## config.mk

```make
export PLATFORM = sky130hd
export DESIGN_NAME = fault_vector_unit
export DESIGN_NICKNAME = d
export VERILOG_FILES = /design/src/rtl/fvu_pkg.sv /design/src/rtl/fvu_ctrl.sv /design/src/rtl/fvu_dpath.sv /design/src/rtl/fault_vector_unit.sv
export SDC_FILE = /design/constraint.sdc
export NUM_CORES = 1
export LEC_CHECK = 0
export BUFFER_PORTS_ARGS = -buffer_cell sky130_fd_sc_hd__clkbuf_2
export CAP_MARGIN = 10
export CORE_MARGIN = 2
export CORE_UTILIZATION = 55
export CTS_CLUSTER_DIAMETER = 30
export DETAILED_ROUTE_END_ITERATION = 6
export GPL_TIMING_DRIVEN = 0
export MAX_ROUTING_LAYER = met4
export PLACE_DENSITY = 0.9
export SETUP_SLACK_MARGIN = 0.15
export SYNTH_ARGS = -nofsm -noshare
export SYNTH_HDL_FRONTEND = slang
export SYNTH_HIERARCHICAL = 1
export SYNTH_SLANG_ARGS = --single-unit
export TNS_END_PERCENT = 5
```

## constraint.sdc

```tcl
create_clock -name clk -period 4.4 [get_ports clk]
set_clock_uncertainty 0.05 [all_clocks]
set_input_delay 0.88 -clock clk [delete_from_list [all_inputs] [get_ports clk]]
set_output_delay 0.88 -clock clk [all_outputs]
set_load 0.05 [all_outputs]
```

## src/rtl/fvu_pkg.sv

```systemverilog
package fvu_pkg;

  localparam int REG_IDX_W = 3;

  typedef enum logic [3:0] {
    FK_INTR         = 4'd0,
    FK_TLB_MOD      = 4'd1,
    FK_TLB_REFILL   = 4'd2,
    FK_TLB_INVALID  = 4'd3,
    FK_ADDR_ERR     = 4'd4,
    FK_SYSCALL      = 4'd5,
    FK_BREAK        = 4'd6,
    FK_RESERVED     = 4'd7,
    FK_COP_UNUSABLE = 4'd8,
    FK_OVERFLOW     = 4'd9,
    FK_TRAP         = 4'd10,
    FK_MCHECK       = 4'd11,
    FK_THREAD       = 4'd12,
    FK_IBUS_ERR     = 4'd13,
    FK_DBUS_ERR     = 4'd14,
    FK_WATCH        = 4'd15
  } fault_kind_e;

  // Register map indices
  localparam logic [REG_IDX_W-1:0] RI_STATUS  = 3'd0;
  localparam logic [REG_IDX_W-1:0] RI_CAUSE   = 3'd1;
  localparam logic [REG_IDX_W-1:0] RI_EBASE   = 3'd2;
  localparam logic [REG_IDX_W-1:0] RI_BADVA   = 3'd3;
  localparam logic [REG_IDX_W-1:0] RI_ENTRYHI = 3'd4;
  localparam logic [REG_IDX_W-1:0] RI_CONTEXT = 3'd5;

  // Field positions decoded by neighbouring logic
  localparam int ST_BEV_BIT  = 22;
  localparam int ST_EXL_BIT  = 1;
  localparam int CA_IV_BIT   = 23;
  localparam int CA_CE_LSB   = 28;
  localparam int CA_EXC_LSB  = 2;
  localparam int CTX_VPN_LSB = 4;

  localparam logic [31:0] BOOT_BASE     = 32'hBFC0_0200;
  localparam logic [31:0] STATUS_RESET  = 32'h0040_0000;
  localparam logic [31:0] EBASE_RESET   = 32'h8000_0000;
  localparam logic [11:0] OFS_GENERAL   = 12'h180;
  localparam logic [11:0] OFS_INTR_VEC  = 12'h200;
  localparam logic [11:0] OFS_REFILL    = 12'h000;

  typedef struct packed {
    logic        take;
    logic [4:0]  excCode;
    logic        wrBadVa;
    logic        wrTlb;
    logic        wrCe;
    logic [11:0] vecOffset;
  } fvu_ctl_t;

endpackage

```

## src/rtl/fvu_ctrl.sv

```systemverilog
module fvu_ctrl
  import fvu_pkg::*;
#(
  parameter int NREQ   = 2,
  parameter int VPN_W  = 21,
  parameter int ASID_W = 8
) (
  input  logic [NREQ-1:0]             reqValid,
  input  logic [NREQ-1:0][3:0]        reqKind,
  input  logic [NREQ-1:0]             reqStore,
  input  logic [NREQ-1:0][31:0]       reqVaddr,
  input  logic [NREQ-1:0][ASID_W-1:0] reqAsid,
  input  logic [NREQ-1:0][VPN_W-1:0]  reqVpn,
  input  logic [NREQ-1:0][1:0]        reqCopId,
  input  logic                        exlQ,
  input  logic                        ivQ,
  output fvu_ctl_t                    ctl,
  output logic [31:0]                 selVaddr,
  output logic [ASID_W-1:0]           selAsid,
  output logic [VPN_W-1:0]            selVpn,
  output logic [1:0]                  selCopId
);

  localparam int IDX_W = (NREQ > 1) ? $clog2(NREQ) : 1;

  logic [IDX_W-1:0] selIdx;
  fault_kind_e      selKind;
  logic             selStore;

  // Lowest-numbered valid port wins
  always_comb begin
    selIdx = '0;
    for (int i = NREQ - 1; i >= 0; i--) begin
      if (reqValid[i]) selIdx = IDX_W'(i);
    end
  end

  assign selKind  = fault_kind_e'(reqKind[selIdx]);
  assign selStore = reqStore[selIdx];
  assign selVaddr = reqVaddr[selIdx];
  assign selAsid  = reqAsid[selIdx];
  assign selVpn   = reqVpn[selIdx];
  assign selCopId = reqCopId[selIdx];

  always_comb begin
    ctl           = '0;
    ctl.take      = |reqValid;
    ctl.vecOffset = OFS_GENERAL;
    unique case (selKind)
      FK_INTR: begin
        ctl.excCode   = 5'd0;
        ctl.vecOffset = ivQ ? OFS_INTR_VEC : OFS_GENERAL;
      end
      FK_TLB_MOD: begin
        ctl.excCode = 5'd1;
        ctl.wrBadVa = 1'b1;
        ctl.wrTlb   = 1'b1;
      end
      FK_TLB_REFILL: begin
        ctl.excCode   = selStore ? 5'd3 : 5'd2;
        ctl.wrBadVa   = 1'b1;
        ctl.wrTlb     = 1'b1;
        ctl.vecOffset = exlQ ? OFS_GENERAL : OFS_REFILL;
      end
      FK_TLB_INVALID: begin
        ctl.excCode = selStore ? 5'd3 : 5'd2;
        ctl.wrBadVa = 1'b1;
        ctl.wrTlb   = 1'b1;
      end
      FK_ADDR_ERR: begin
        ctl.excCode = selStore ? 5'd5 : 5'd4;
        ctl.wrBadVa = 1'b1;
      end
      FK_SYSCALL:      ctl.excCode = 5'd8;
      FK_BREAK:        ctl.excCode = 5'd9;
      FK_RESERVED:     ctl.excCode = 5'd10;
      FK_COP_UNUSABLE: begin
        ctl.excCode = 5'd11;
        ctl.wrCe    = 1'b1;
      end
      FK_OVERFLOW:     ctl.excCode = 5'd12;
      FK_TRAP:         ctl.excCode = 5'd13;
      FK_MCHECK:       ctl.excCode = 5'd24;
      FK_THREAD:       ctl.excCode = 5'd25;
      FK_IBUS_ERR:     ctl.excCode = 5'd6;
      FK_DBUS_ERR:     ctl.excCode = 5'd7;
      FK_WATCH:        ctl.excCode = 5'd23;
      default:         ctl.excCode = 5'd0;
    endcase
  end

endmodule

```

## src/rtl/fvu_dpath.sv

```systemverilog
module fvu_dpath
  import fvu_pkg::*;
#(
  parameter int VPN_W  = 21,
  parameter int ASID_W = 8
) (
  input  logic                 clk,
  input  logic                 rstN,
  input  fvu_ctl_t             ctl,
  input  logic [31:0]          selVaddr,
  input  logic [ASID_W-1:0]    selAsid,
  input  logic [VPN_W-1:0]     selVpn,
  input  logic [1:0]           selCopId,
  input  logic [REG_IDX_W-1:0] regIdx,
  input  logic [31:0]          regWrData,
  input  logic                 regWrEn,
  output logic [31:0]          regRdData,
  output logic                 redirectValid,
  output logic [31:0]          redirectPc,
  output logic                 exlQ,
  output logic                 ivQ
);

  localparam int VPN2_W    = VPN_W - 2;
  localparam int EHI_V_LSB = 32 - VPN2_W;
  localparam int EHI_X_LSB = EHI_V_LSB - 2;

  logic [31:0] statusQ, causeQ, ebaseQ, badVaQ, entryHiQ, contextQ;
  logic [31:0] vecBase;

  assign exlQ    = statusQ[ST_EXL_BIT];
  assign ivQ     = causeQ[CA_IV_BIT];
  assign vecBase = statusQ[ST_BEV_BIT] ? BOOT_BASE : ebaseQ;

  always_ff @(posedge clk) begin
    if (!rstN) begin
      statusQ       <= STATUS_RESET;
      causeQ        <= '0;
      ebaseQ        <= EBASE_RESET;
      badVaQ        <= '0;
      entryHiQ      <= '0;
      contextQ      <= '0;
      redirectValid <= 1'b0;
      redirectPc    <= '0;
    end else begin
      redirectValid <= ctl.take;
      if (ctl.take) begin
        redirectPc                  <= vecBase + {20'd0, ctl.vecOffset};
        statusQ[ST_EXL_BIT]         <= 1'b1;
        causeQ[CA_EXC_LSB +: 5]     <= ctl.excCode;
        if (ctl.wrCe) causeQ[CA_CE_LSB +: 2] <= selCopId;
        if (ctl.wrBadVa) badVaQ <= selVaddr;
        if (ctl.wrTlb) begin
          entryHiQ[EHI_V_LSB +: VPN2_W]   <= selVpn[VPN_W-1:2];
          entryHiQ[EHI_X_LSB +: 2]        <= selVpn[1:0];
          entryHiQ[ASID_W-1:0]            <= selAsid;
          contextQ[CTX_VPN_LSB +: VPN2_W] <= selVpn[VPN_W-1:2];
        end
      end else if (regWrEn) begin
        case (regIdx)
          RI_STATUS:  statusQ  <= regWrData;
          RI_CAUSE:   causeQ   <= regWrData;
          RI_EBASE:   ebaseQ   <= regWrData;
          RI_BADVA:   badVaQ   <= regWrData;
          RI_ENTRYHI: entryHiQ <= regWrData;
          RI_CONTEXT: contextQ <= regWrData;
          default: ;
        endcase
      end
    end
  end

  always_ff @(posedge clk) begin
    if (!rstN) begin
      regRdData <= '0;
    end else begin
      case (regIdx)
        RI_STATUS:  regRdData <= statusQ;
        RI_CAUSE:   regRdData <= causeQ;
        RI_EBASE:   regRdData <= ebaseQ;
        RI_BADVA:   regRdData <= badVaQ;
        RI_ENTRYHI: regRdData <= entryHiQ;
        RI_CONTEXT: regRdData <= contextQ;
        default:    regRdData <= '0;
      endcase
    end
  end

endmodule

```

## src/rtl/fault_vector_unit.sv

```systemverilog
module fault_vector_unit
  import fvu_pkg::*;
#(
  parameter int NREQ   = 2,
  parameter int VPN_W  = 21,
  parameter int ASID_W = 8
) (
  input  logic                        clk,
  input  logic                        rstN,
  input  logic [NREQ-1:0]             reqValid,
  input  logic [NREQ-1:0][3:0]        reqKind,
  input  logic [NREQ-1:0]             reqStore,
  input  logic [NREQ-1:0][31:0]       reqVaddr,
  input  logic [NREQ-1:0][ASID_W-1:0] reqAsid,
  input  logic [NREQ-1:0][VPN_W-1:0]  reqVpn,
  input  logic [NREQ-1:0][1:0]        reqCopId,
  input  logic [REG_IDX_W-1:0]        regIdx,
  input  logic [31:0]                 regWrData,
  input  logic                        regWrEn,
  output logic [31:0]                 regRdData,
  output logic                        redirectValid,
  output logic [31:0]                 redirectPc
);

  fvu_ctl_t          ctl;
  logic [31:0]       selVaddr;
  logic [ASID_W-1:0] selAsid;
  logic [VPN_W-1:0]  selVpn;
  logic [1:0]        selCopId;
  logic              exlQ;
  logic              ivQ;

  fvu_ctrl #(.NREQ(NREQ), .VPN_W(VPN_W), .ASID_W(ASID_W)) u_ctrl (
    .reqValid (reqValid),
    .reqKind  (reqKind),
    .reqStore (reqStore),
    .reqVaddr (reqVaddr),
    .reqAsid  (reqAsid),
    .reqVpn   (reqVpn),
    .reqCopId (reqCopId),
    .exlQ     (exlQ),
    .ivQ      (ivQ),
    .ctl      (ctl),
    .selVaddr (selVaddr),
    .selAsid  (selAsid),
    .selVpn   (selVpn),
    .selCopId (selCopId)
  );

  fvu_dpath #(.VPN_W(VPN_W), .ASID_W(ASID_W)) u_dpath (
    .clk           (clk),
    .rstN          (rstN),
    .ctl           (ctl),
    .selVaddr      (selVaddr),
    .selAsid       (selAsid),
    .selVpn        (selVpn),
    .selCopId      (selCopId),
    .regIdx        (regIdx),
    .regWrData     (regWrData),
    .regWrEn       (regWrEn),
    .regRdData     (regRdData),
    .redirectValid (redirectValid),
    .redirectPc    (redirectPc),
    .exlQ          (exlQ),
    .ivQ           (ivQ)
  );

endmodule

```

; Word level (Yosys, flattened, before mapping)
; Cells that the tools add are included.
[totals]
reg_bits = 257
out_inout_bits = 65
wordCells = 110
[op_classes]
addsub = 1
order_cmp = 1
n_eq_ne = 23
muxes = 47
n_bitwise = 1
n_reduce_logical = 23
[ops]
columns = op, n
row1 = 32-bit two-way mux, 9
row2 = 32-bit one-hot mux with 6 select lines, 1
row3 = 21-bit two-way mux, 4
row4 = 5-bit one-hot mux with 15 select lines, 1
row5 = 30-bit two-way mux, 2
row6 = 23-bit two-way mux, 2
row7 = 19-bit two-way mux, 2
row8 = 32-bit by 12-bit adder with 32-bit output, 1
row9 = 4-bit == test (second input constant), 8
row10 = 8-bit two-way mux, 4
row11 = 3-bit AND reduction, 9
row12 = 12-bit one-hot mux with 2 select lines, 1
row13 = 4-bit by 3-bit == test with 1-bit output (second input constant), 4
row14 = 2-bit two-way mux, 6
row15 = 2-bit nonzero test, 6
row16 = 1-bit two-way mux, 10
row17 = 10-bit two-way mux, 1
row18 = 9-bit two-way mux, 1
row19 = 4-bit by 2-bit == test with 1-bit output (second input constant), 2
row20 = 4-bit two-way mux, 2
row21 = 3-bit by 2-bit == test with 1-bit output (second input constant), 2
row22 = 3-bit == test (second input constant), 2
row23 = 2-bit inequality test (second input constant), 3
row24 = 5-bit two-way mux, 1
row25 = other kinds (10), 12

; Logic depth before layout (Yosys ltp)
; Gate-level depths: netlist of the first run.
[depth]
depth_word = 9
depth_mapped = 16
ltp_nobuf = 12

; Modules after synthesis
; The synthesis of the first run kept the hierarchy.
[modules_own_cells]
columns = mod, n_inst, cells_each, area_per_inst_um2, seq_area_each_um2
row1 = fvu_dpath, 1, 1339, 11104.4, 5144.9
row2 = fvu_ctrl, 1, 131, 1224.9, 0.0

; Worst setup path before layout of the first run
; OpenSTA, ideal clock, no wires.
[synth_timing]
kind = input port to flip-flop
start = input reqValid[0]
end = register u_dpath.redirectPc[28]
setup_time_ns = 0.117
t_arrival_ns = 3.449
slack_ns = 0.783
path_stages = 14
path_buffers = 4
path_cell_list = nand2b_1 > buf_6 > buf_8 > buf_4 > mux2i_1 > o2111ai_1 > buf_4 > ha_1 > o211ai_1 > a21oi_1 > a31oi_4 > nor3b_2 > or3_1 > a32o_1
[synth_lines]
columns = element, line
row1 = start: declaration, fault_vector_unit.sv:10  ; input logic [NREQ-1:0] reqValid,
row2 = end signal: assignment, fvu_dpath.sv:48  ; redirectPc <= vecBase + {20'd0, ctl.vecOffset};
row3 = end: declaration, fvu_dpath.sv:19  ; output logic [31:0] redirectPc,

; Worst setup path in the final report of the first run
[layout_timing]
start = register u_dpath.statusQ[22]
end = register u_dpath.redirectPc[27]
[layout_via]
elab_chain_len = 2
[layout_lines]
columns = element, line
row1 = start: declaration, fvu_dpath.sv:28  ; logic [31:0] statusQ, causeQ, ebaseQ, badVaQ, entryHiQ, contextQ;
row2 = start signal: assignment, fvu_dpath.sv:61  ; RI_STATUS: statusQ <= regWrData;
row3 = 32-bit two-way mux, fvu_dpath.sv:33  ; assign vecBase = statusQ[ST_BEV_BIT] ? BOOT_BASE : ebaseQ;
row4 = 32-bit by 12-bit adder with 32-bit output, fvu_dpath.sv:48
; No other way between the ends.
; A chain may end at the register's enable or synchronous reset.

==> impl_results.md, run 1 <==
- Outcome: complete, but fails checks
- Failing checks: DRC
- Via count: roughly 13,000
- Global-route wire length before repair: 70.6 mm
- Final net count: between 1,500 and 2,000
- GP Congestion: between 1 and 1.5
- Synth Warn #: 6
- Yosys top cell area share: 41.7%
- Min cycle time layout: approximately 3.8 ns
- Crit Path Max Fanout: 10
- Clk_lat worst skew: roughly 0.55 ns
- Worst hold stages: 2
- Number of DRC markers in iteration 0: 1,877
- Final period util: between 80 and 90%
- Max VDD drop: about 0.29 mV
- Synth cell types: 72
- RSZ-0062 raised after global routing: no
- # fillers: 1,656
- Sequential fraction of the synthesis area: between 40% and 50%
- Worst reg2reg path depth: 10
- Post-CTS Setup Bufs: 0
- Slew @ Worst Pin: about 1.1 ns
- FF+latch count, synth: approximately 260
- Dominant cell type by area after synthesis: dfxtp_1
- Synth area leaders: dfxtp_1 (42%), nand2_1 (9.1%), a22oi_1 (8.9%)
- Drt pass-1 iters: 7
- I/O Pins: between 200 and 250
- GRT Total Usage: about two fifths
- Initial antenna violation count: 1
- Pwr dens: roughly 440 nW/µm²
- Crit. End Element: flop
- Die Width: 154 µm
- Cells after synthesis: 1,470
- Leakage: between 6 and 7 nW
- Max Root-Sink Buffers: 3
- CTS tree: built
- Vias/cell: 6.38
- IO buf count: ~240
- Final Hold Fails: 0
- Syn-to-layout area delta: 25.9%
- Root Buffer: clkbuf_16
- Crit path launch type: flop
- Post-synth EDFFs: 0
- Num CTS Buffers: 45
- Largest net degree at the start of global routing: 13
- Main synth FF type: dfxtp_1
- Final ANT Viol Nets: 0
- Initial Utilization: a little under three fifths
- Clock transition at the registers of the reported paths: 0.05 ns
- Post-CTS sizing: 0
- Max_cap viols: 0
- Syn Area/Cell: around 8.4 µm²
- Worst path required time: approximately 4.8 ns
- Syn Std Cell Area: 12,300 µm²
- FFs w/ async S/R, synth: 0%
- Setup violators final: 0
- Die ar.: between 20,000 and 25,000 µm²
- H-Tree Depth: 2
- Core area: approximately 22,000 µm²
- Final core occ: around 71%
- Hold_ws: 0.399 ns
- Vias in the first global route: about 13,000
- Crit path arrival time: 4.16 ns
- Share of layout cells above drive strength 1: 24.0%
- Num rows: 54
- Crit Path Class: flop to flop
- Residual DRC: 1
- Slew Viols, Final: 0
- Routed length per placed instance: 22.2 µm
- Dpl hpwl: roughly 32 mm
- Hold-fix buffer count after cts: 0
- Aggregate routed wire length: ~46 mm
- Sum Neg Setup Slack: 0 ns
- Die height: ~150 µm
- Total gr overflow: 0
- Relative slew slack: 29.5%
- Clk sinks: around 260
- Worst min path class: flop to flop
- Max frequency: 263 MHz
## registers in the layout (all words and copies together), names as in the netlist
register and flops:
u_dpath/redirectPc 32, u_dpath/entryHiQ 32, u_dpath/statusQ 32, u_dpath/ebaseQ 32, u_dpath/redirectValid 1, u_dpath/causeQ 32, u_dpath/contextQ 32, u_dpath/regRdData 32
u_dpath/badVaQ 32
## cell usage in the layout (no fill, tap or decap), types with 4 or more instances in the layout
cell type  netlist  routed
a211oi_1        35      35
a21boi_0         4       4
a21o_1           5       5
a21oi_1        178     178
a22oi_1        146     146
a31oi_1         35      35
and2_1           8       8
and3_1           6       6
buf_1           11      11
buf_2           15      15
buf_4           11      11
bufinv_16        0       6
clkbuf_1        90      91
clkbuf_16        0      46
clkbuf_2         0     239
clkbuf_8         0       6
clkinv_2         0       4
clkinv_4         0       5
conb_1           1       9
dfxtp_1        257     257
ha_1            12      12
inv_1            8       8
inv_6            0       9
mux2_2          65      65
mux2i_1         44      44
nand2_1        300     300
nand3_1         16      16
nand4_1          4       4
nor2_1          76      76
nor2b_1         20      20
nor3_1           5       5
nor3b_1          7       7
o21ai_0         26      26
xnor2_1         14      14
xor2_1           9       9
## worst paths after layout
kind / from / endpoint / slack [ns]
worst max-delay path: u_dpath/statusQ[22]$_SDFFE_PN1P_ / u_dpath/redirectPc[27]$_SDFFE_PN0P_ / 0.60
worst min-delay path: u_dpath/contextQ[18]$_SDFFE_PN0P_ / u_dpath/contextQ[18]$_SDFFE_PN0P_ / 0.40
worst max register to register: u_dpath/statusQ[22]$_SDFFE_PN1P_ / u_dpath/redirectPc[27]$_SDFFE_PN0P_ / 0.60
worst min register to register: u_dpath/contextQ[18]$_SDFFE_PN0P_ / u_dpath/contextQ[18]$_SDFFE_PN0P_ / 0.40
## critical path: stages (launching register included)
cell	delay (ns)
dfxtp_1	0.36
clkbuf_1	0.36
clkbuf_1	0.41
clkbuf_1	0.39
nor2b_1	0.10
ha_1	0.37
a21o_1	0.20
a21oi_1	0.59
a21oi_1	0.25
a31o_2	0.29
a221o_1	0.30
## layer usage
metal	global-route usage [%]	vias up	routed length, µm
met2	59.0	1092	20600
met5	-	-	0
met3	9.58	255	6130
li1	-	5837	-
met1	47.2	6074	16600
met4	21.7	0	2690
## stage by stage
stage | worst slack [ns] | total power (W) | area, µm² | std cells
2_1_floorplan | 0.783 | 0.00293 | 12400 | 1478
3_3_place_gp | 0.201 | 0.00320 | 13900 | 1997
3_5_place_dp | 0.156 | 0.00322 | 13900 | 1997
4_1_cts | 0.683 | 0.00685 | 15500 | 2078
5_1_grt | 0.298 | 0.00704 | 15500 | 2079
6_report | 0.604 | 0.00689 | 15500 | 2079
## synth_stat cells, types with 2 or more instances
cell type  instances
a31oi_1           35
a211oi_1          35
nand3_1           16
a211o_1            3
xnor2_1           14
xor2_1             9
and4bb_2           2
and3_1             6
buf_4             11
or2_2              3
a31o_2             2
a22oi_1          146
nor2_1            76
nand2b_1           2
nand4_1            4
buf_2             15
and3b_1            3
a21o_1             5
nor3b_1            7
clkbuf_1          90
a22o_1             3
a2111oi_0          2
a21boi_0           4
ha_1              12
nand2_1          300
mux2i_4            2
a221o_1            2
o21ai_0           26
or3_1              2
nor2b_1           20
mux2i_1           44
mux2_2            65
buf_1             11
dfxtp_1          257
a21oi_1          178
nor3_1             5
and2_1             8
inv_1              8
o21a_1             3
nand3b_1           2
## report_power, final
part	switching [W]	internal [W]
clock	0.00129	0.00239
combinational	0.000484	0.000255
sequential	0.0000524	0.00242
total	0.00182	0.00507
## cell families after synthesis
group	count (synthesis)	share of synthesized area [%]
compound gates	460	24.1
xor+xnor	23	1.63
fa+ha+maj	14	1.47
buf+inv	138	4.84
flops	257	41.7
mux	113	10.1
other cells	1	0.0304
simple gates	464	16.1
## cell type report
type | instances | area [µm²] | share of cell area (%)
Multi-Input combinational cell | 1083 | 6620 | 42.6
Sequential cell | 257 | 5140 | 33.2
Clock buffer | 53 | 1240 | 7.97
Timing Repair Buffer | 239 | 1200 | 7.71
Buffer | 129 | 563 | 3.63
Clock inverter | 28 | 374 | 2.41
Tap cell | 280 | 350 | 2.26
Inverter | 9 | 33.8 | 0.218
Antenna cell | 1 | 2.50 | 0.0161
Power figures use the tool's default switching activity.
==> inputs of run 2 (changes only) <==
- CORE_UTILIZATION: 55 -> 50
- PLACE_DENSITY: 0.9 -> 0.86
- clock period: 4.4 -> 3.4 ns (I/O delays scaled with it)
==> run 2 against run 1 <==
Compared with the run above: the flow still finishes with violations (DRC); largest power group unchanged; final area rose by 1.5%; combinational power rose by 29%; clock power rose by 32%; critical path depth rose by 2; global-route usage fell by 3.3 points.
==> impl_results.md, run 2 (synthesis results as in run 1) <==
- Outcome: complete, but fails checks
- Failing checks: DRC
- Final ANT Viol Nets: 0
- Worst hold stages: 2
- Share of layout cells above drive strength 1: about a quarter
- Most common cell after layout, fill and taps aside: nand2_1
- FF-to-FF Start: u_dpath/statusQ[22]$_SDFFE_PN1P_
- Max frequency: around 320 MHz
- Hold Path End: u_dpath/statusQ[22]$_SDFFE_PN1P_
- Initial antenna violation count: 0
- Ant diodes: 0
- I/O Pins: 241
- Aggregate routed wire length: 46.1 mm
- Commonest cells after routing, fill and taps aside: nand2_1 (300), dfxtp_1 (257), clkbuf_2 (240)
- Relative slew slack: 9.92%
- R2r setup slk: around 0.28 ns
- Slew @ Worst Pin: roughly 1.3 ns
- Core area: 24,200 µm²
- Worst path max stage delay: 0.35 ns
- GRT Total Usage: 35.5%
- Sum Neg Setup Slack: 0 ns
- Dpl hpwl: 33.0 mm
- CP top delay family: simple AND/OR/NAND/NOR gates
- Total gr overflow: 0
- Num CTS Buffers: between 40 and 50
- Final Hold Fails: 0
- Drt pass-1 iters: 7
- Final net count: ~2,000
- Clk sinks: between 200 and 300
- Residual DRC: 8
- Worst R2R End: u_dpath/redirectPc[28]$_SDFFE_PN0P_
- Setup violators final: 0
- Worst path required time: 3.78 ns
- Clock transition at the registers of the reported paths: roughly 0.05 ns
- GP Congestion: 0.981
- Critical path startpoint: u_dpath/statusQ[22]$_SDFFE_PN1P_
- Max_cap viols: 0
- Fin area: ~16,000 µm²
- Die ar.: around 26,000 µm²
- Slew Viols, Final: 0
- Syn-to-layout area delta: 27.8%
- RSZ-0062 raised after global routing: no
- Tot Pwr: ~0.0090 W
- Root Buffer: clkbuf_16
- Crit Path Max Fanout: 10
- Final period util: just over 90%
- Clk_lat worst skew: roughly 0.56 ns
- Worst path depth: 12
- Die Width: 161 µm
- Die height: approximately 160 µm
- Largest net degree at the start of global routing: 14
- Pwr dens: 571 nW/µm²
- Leakage: between 6 and 7 nW
- Worst path most repeated cell: clkbuf_4
- Crit path launch type: flop
- Worst min path class: primary input to flop
- Min cycle time layout: ~3.1 ns
- Crit Path Class: flop to flop
- Number of DRC markers in iteration 0: 1,737
- Global-route wire length before repair: about 70 mm
- Max VDD drop: between 0.4 and 0.5 mV
- HP Start: rstN
- Vias in the first global route: between 10,000 and 15,000
- Crit-path slowest cell: dfxtp_1
- H-Tree Depth: 2
- Hold-fix buffer count after cts: 0
- Routed length per placed instance: around 22 µm
- Max Root-Sink Buffers: 3
- Via count: 13,000
- Post-DP Area: 14,000 µm²
- Crit path arrival time: ~3.5 ns
- Worst reg2reg path depth: 12
- Crit path cell chain: clkbuf_2 > clkbuf_4 > clkbuf_4 > nor2b_1 > ha_1 > or2_2 > a21oi_1 > a21oi_2 > a31oi_4 > nor3b_4 > or3_1 > a32o_1
- Vias/cell: a little over 6
- IO buf count: approximately 240
- Crit path buf inv count: 3
- Crit. End Element: flop
- Num rows: 57
- Initial Utilization: 50.8%
- CTS tree: built
run 2: cell count changes in the layout (fill, tap and decap cells not counted), sizes merged:
cell      delta
buf          +5
clkbuf       +7
clkinv       -2
clkinvlp     +2
diode        -1
inv          -2
run 2: cell type report:
class                   instances  area, µm²
flip-flops and latches        257       5140
repair buffers                244       1230
clock inverters                26        373
well taps                     324        405
clock buffers                  60       1300
fillers                      2031       8490
inverters                       9       33.8
multi-input cells            1083       6690
plain buffers                 129        584
run 2: routing by layer:
| layer | part of all wire, % | wire length, µm | global-route usage, % |
|---|---|---|---|
| met1 | 38 | 17400 | 43.2 |
| met4 | 5.6 | 2560 | 18.3 |
| met5 | 0 | 0 | - |
| met3 | 12 | 5320 | 6.93 |
| met2 | 45 | 20800 | 56.0 |
run 2: worst max-delay path by stage:
stage / endpoint / slack, ns
2_1_floorplan: u_dpath/redirectPc[28]$_SDFFE_PN0P_ / 0.08
5_1_grt: u_dpath/redirectPc[28]$_SDFFE_PN0P_ / 0.15
6_report: u_dpath/redirectPc[28]$_SDFFE_PN0P_ / 0.28
3_3_place_gp: u_dpath/redirectPc[28]$_SDFFE_PN0P_ / -0.44
4_1_cts: u_dpath/redirectPc[28]$_SDFFE_PN0P_ / 0.18
3_5_place_dp: u_dpath/redirectPc[26]$_SDFFE_PN0P_ / -0.50
run 2: worst reg2reg max path: stages (launching register included):
cell	delay (ns)
dfxtp_1	0.35
clkbuf_2	0.23
clkbuf_4	0.25
clkbuf_4	0.22
nor2b_1	0.07
ha_1	0.35
or2_2	0.30
a21oi_1	0.18
a21oi_2	0.07
a31oi_4	0.25
nor3b_4	0.10
or3_1	0.32
a32o_1	0.27
run 2: power breakdown:
| group | leakage [nW] | total (W) | internal, W | switching [W] |
|---|---|---|---|---|
| Sequential | 2.09 | 0.00320 | 0.00313 | 0.0000678 |
| Clock | 0.805 | 0.00484 | 0.00319 | 0.00165 |
| Combinational | 3.24 | 0.000957 | 0.000336 | 0.000621 |
| Total | 6.13 | 0.00900 | 0.00666 | 0.00234 |
run 2: metrics by stage:
stage               cells  hold WS, ns  setup WS, ns  util (%)
finish               2132        0.332         0.285      65.0
global route         2132        0.352         0.152      65.0
CTS                  2128        0.312         0.176      64.6
detailed placement   2041        0.393        -0.503      57.7
global placement     2041        0.385        -0.436      57.7
floorplan            1478        0.382        0.0849         -
run 2: timing repair:
item	4_1_cts	5_1_grt
pin swaps	0	1
endpoints found under the setup margin	20	12
gates resized for setup	5	14
buffers inserted	1	4
==> inputs of run 3 (changes only) <==
- CORE_MARGIN: 2 -> 5
==> run 3 against run 2 <==
Compared with the run above: the run now ends clean; critical path depth rose by 2; final area unchanged; first-iteration DRC count is 2.7% higher; non-clock buffer count fell by 1; global-route usage shrank 2.3 points; critical path type is now primary input to flop.
==> impl_results.md, run 3 (synthesis results as in run 1) <==
- Root Buffer: clkbuf_16
- Power share of the sequential group: 35.5%
- Crit Path Class: primary input to flop
- GR peak layer: met2
- Max_cap viols: 0
- Max Root-Sink Buffers: 3
- Max VDD drop: 0.399 mV
- Post-DP Area: between 10,000 and 15,000 µm²
- Crit path launch type: primary input
- Min cycle time layout: around 3.2 ns
- Crit Path Max Fanout: 8
- Pwr dens: 572 nW/µm²
- Worst min path class: primary input to flop
- Crit. End Element: flop
- Setup violators final: 0
- RSZ-0062 raised after global routing: yes
- Worst path max stage delay: 0.43 ns
- Final period util: between 90% and 100%
- Relative slew slack: 25.0%
- Die Width: about 170 µm
- Commonest cells after routing, fill and taps aside: nand2_1 (300), dfxtp_1 (257), clkbuf_2 (240)
- Power share of the clock group: a little over half
- Core area: approximately 24,000 µm²
- Register area: 5140 µm²
- Routed length per placed instance: approximately 22 µm
- Syn-to-layout area delta: 27.8%
- Post-route setup slack: roughly 0.23 ns
- Global-route wire length before repair: 71.5 mm
- Die height: roughly 170 µm
- Final net count: 1,961
- Worst path most repeated cell: nand2_1
- CTS tree: built
- Met2 Usage GRT: 52.6%
- Total gr overflow: 0
- P_int: between 0.006 and 0.007 W
- Area of the multi-input gates: around 6700 µm²
- Outcome: finished clean
- Num rows: 57
- Pre-CTS setup slack: -0.480 ns
- Via count: ~13,000
- H-Tree Depth: 2
- GP Congestion: 0.989
- Power share of the combinational group: around a tenth
- Leakage: 6.14 nW
- Dpl hpwl: approximately 34 mm
- Residual DRC: 0
- Final Hold Fails: 0
- Number of DRC markers in iteration 0: about 1,800
- Max frequency: 316 MHz
- IO buf count: ~240
- Num CTS Buffers: around 50
- Fin area: ~16,000 µm²
- # fillers: between 2,000 and 2,500
- Aggregate routed wire length: between 40 and 50 mm
- Largest net degree at the start of global routing: 14
- Net Sw Frac: between 20% and 30%
- Sw Pwr: roughly 0.0024 W
- R2r setup slk: roughly 0.30 ns
- Drt pass-1 iters: 6
- Vias/cell: roughly 6.1
- Crit-path slowest cell: mux2_2
- Crit path cell chain: clkbuf_2 > nand2b_1 > buf_6 > mux2_2 > nor2_1 > and3_1 > ha_2 > and3_2 > nand2_1 > nand2_1 > nor2_4 > a21oi_1 > a31o_2 > a221o_1
- Clock transition at the registers of the reported paths: about 0.05 ns
- Share of layout cells above drive strength 1: approximately 25%
- Grt met1 use: roughly two fifths
- Initial antenna violation count: 3
- GRT Total Usage: between 30 and 40%
- Final ANT Viol Nets: 0
- Clk_lat worst skew: ~0.55 ns
- Vias in the first global route: 12,800
- Clk sinks: between 200 and 300
- I/O Pins: 241
- Slew @ Worst Pin: around 1.1 ns
- Most common cell after layout, fill and taps aside: nand2_1
- Worst path required time: ~3.8 ns
- Routing usage on met3: between 6 and 7%
- Initial Utilization: about half
- Sum Neg Setup Slack: 0 ns
- Crit path arrival time: about 3.6 ns
- Slew Viols, Final: 0
- Die ar.: ~28,000 µm²
-- run 3: worst max-delay path: cells and delay by family --
kind | cells | cell delay, ns
AND/OR/NAND/NOR | 7 | 1.12
AO/OA/AOI/OAI | 3 | 0.75
multiplexers | 1 | 0.43
adder cells (fa/ha/maj) | 1 | 0.32
buffers and inverters | 2 | 0.25
-- run 3: worst paths after layout --
check	from	to	cells after the start
setup / recovery	reqValid[0]	u_dpath/redirectPc[27]$_SDFFE_PN0P_	14
hold / removal	rstN	u_dpath/ebaseQ[31]$_SDFFE_PN1P_	2
setup reg to reg	u_dpath/statusQ[22]$_SDFFE_PN1P_	u_dpath/redirectPc[27]$_SDFFE_PN0P_	12
hold reg to reg	u_dpath/entryHiQ[13]$_SDFFE_PN0P_	u_dpath/entryHiQ[13]$_SDFFE_PN0P_	2
-- run 3: area by class of cell --
| cell class | instances | area share (%) |
|---|---|---|
| Inverter | 9 | 0.214 |
| Timing Repair Buffer | 243 | 7.78 |
| Sequential cell | 257 | 32.6 |
| Tap cell | 324 | 2.57 |
| Multi-Input combinational cell | 1083 | 42.4 |
| Clock buffer | 60 | 8.42 |
| Antenna cell | 4 | 0.0635 |
| Clock inverter | 32 | 2.24 |
| Buffer | 129 | 3.71 |
-- run 3: power groups by stage --
stage / sequential [W] / clock (W) / combinational (W)
6_report: 0.00320 / 0.00486 / 0.000959
5_1_grt: 0.00321 / 0.00503 / 0.00101
4_1_cts: 0.00319 / 0.00486 / 0.000928
3_5_place_dp: 0.00325 / 0 / 0.000919
3_3_place_gp: 0.00325 / 0 / 0.000901
2_1_floorplan: 0.00333 / 0 / 0.000462
-- run 3: what timing repair did --
item | 4_1_cts | 5_1_grt
pin swaps | 0 | 1
resized for setup | 5 | 13
buffers inserted | 1 | 3
setup endpoints to repair | 19 | 8
hold buffers | 0 | 0
-- run 3: per-stage QoR --
stage / util (%) / std cells / hold slack [ns] / power [W]
after floorplan: - / 1478 / 0.382 / 0.00379
after global routing: 64.8 / 2141 / 0.345 / 0.00925
after detailed placement: 57.5 / 2041 / 0.393 / 0.00417
after CTS: 64.5 / 2134 / 0.318 / 0.00898
after global placement: 57.5 / 2041 / 0.384 / 0.00415
final: 64.8 / 2141 / 0.332 / 0.00902
-- run 3: metal layers --
metal  up-vias  routed length (µm)
met4         0                1930
met3       173                5750
met1      6083               17900
li1       5882                   -
met2       942               21900
met5         -                   0
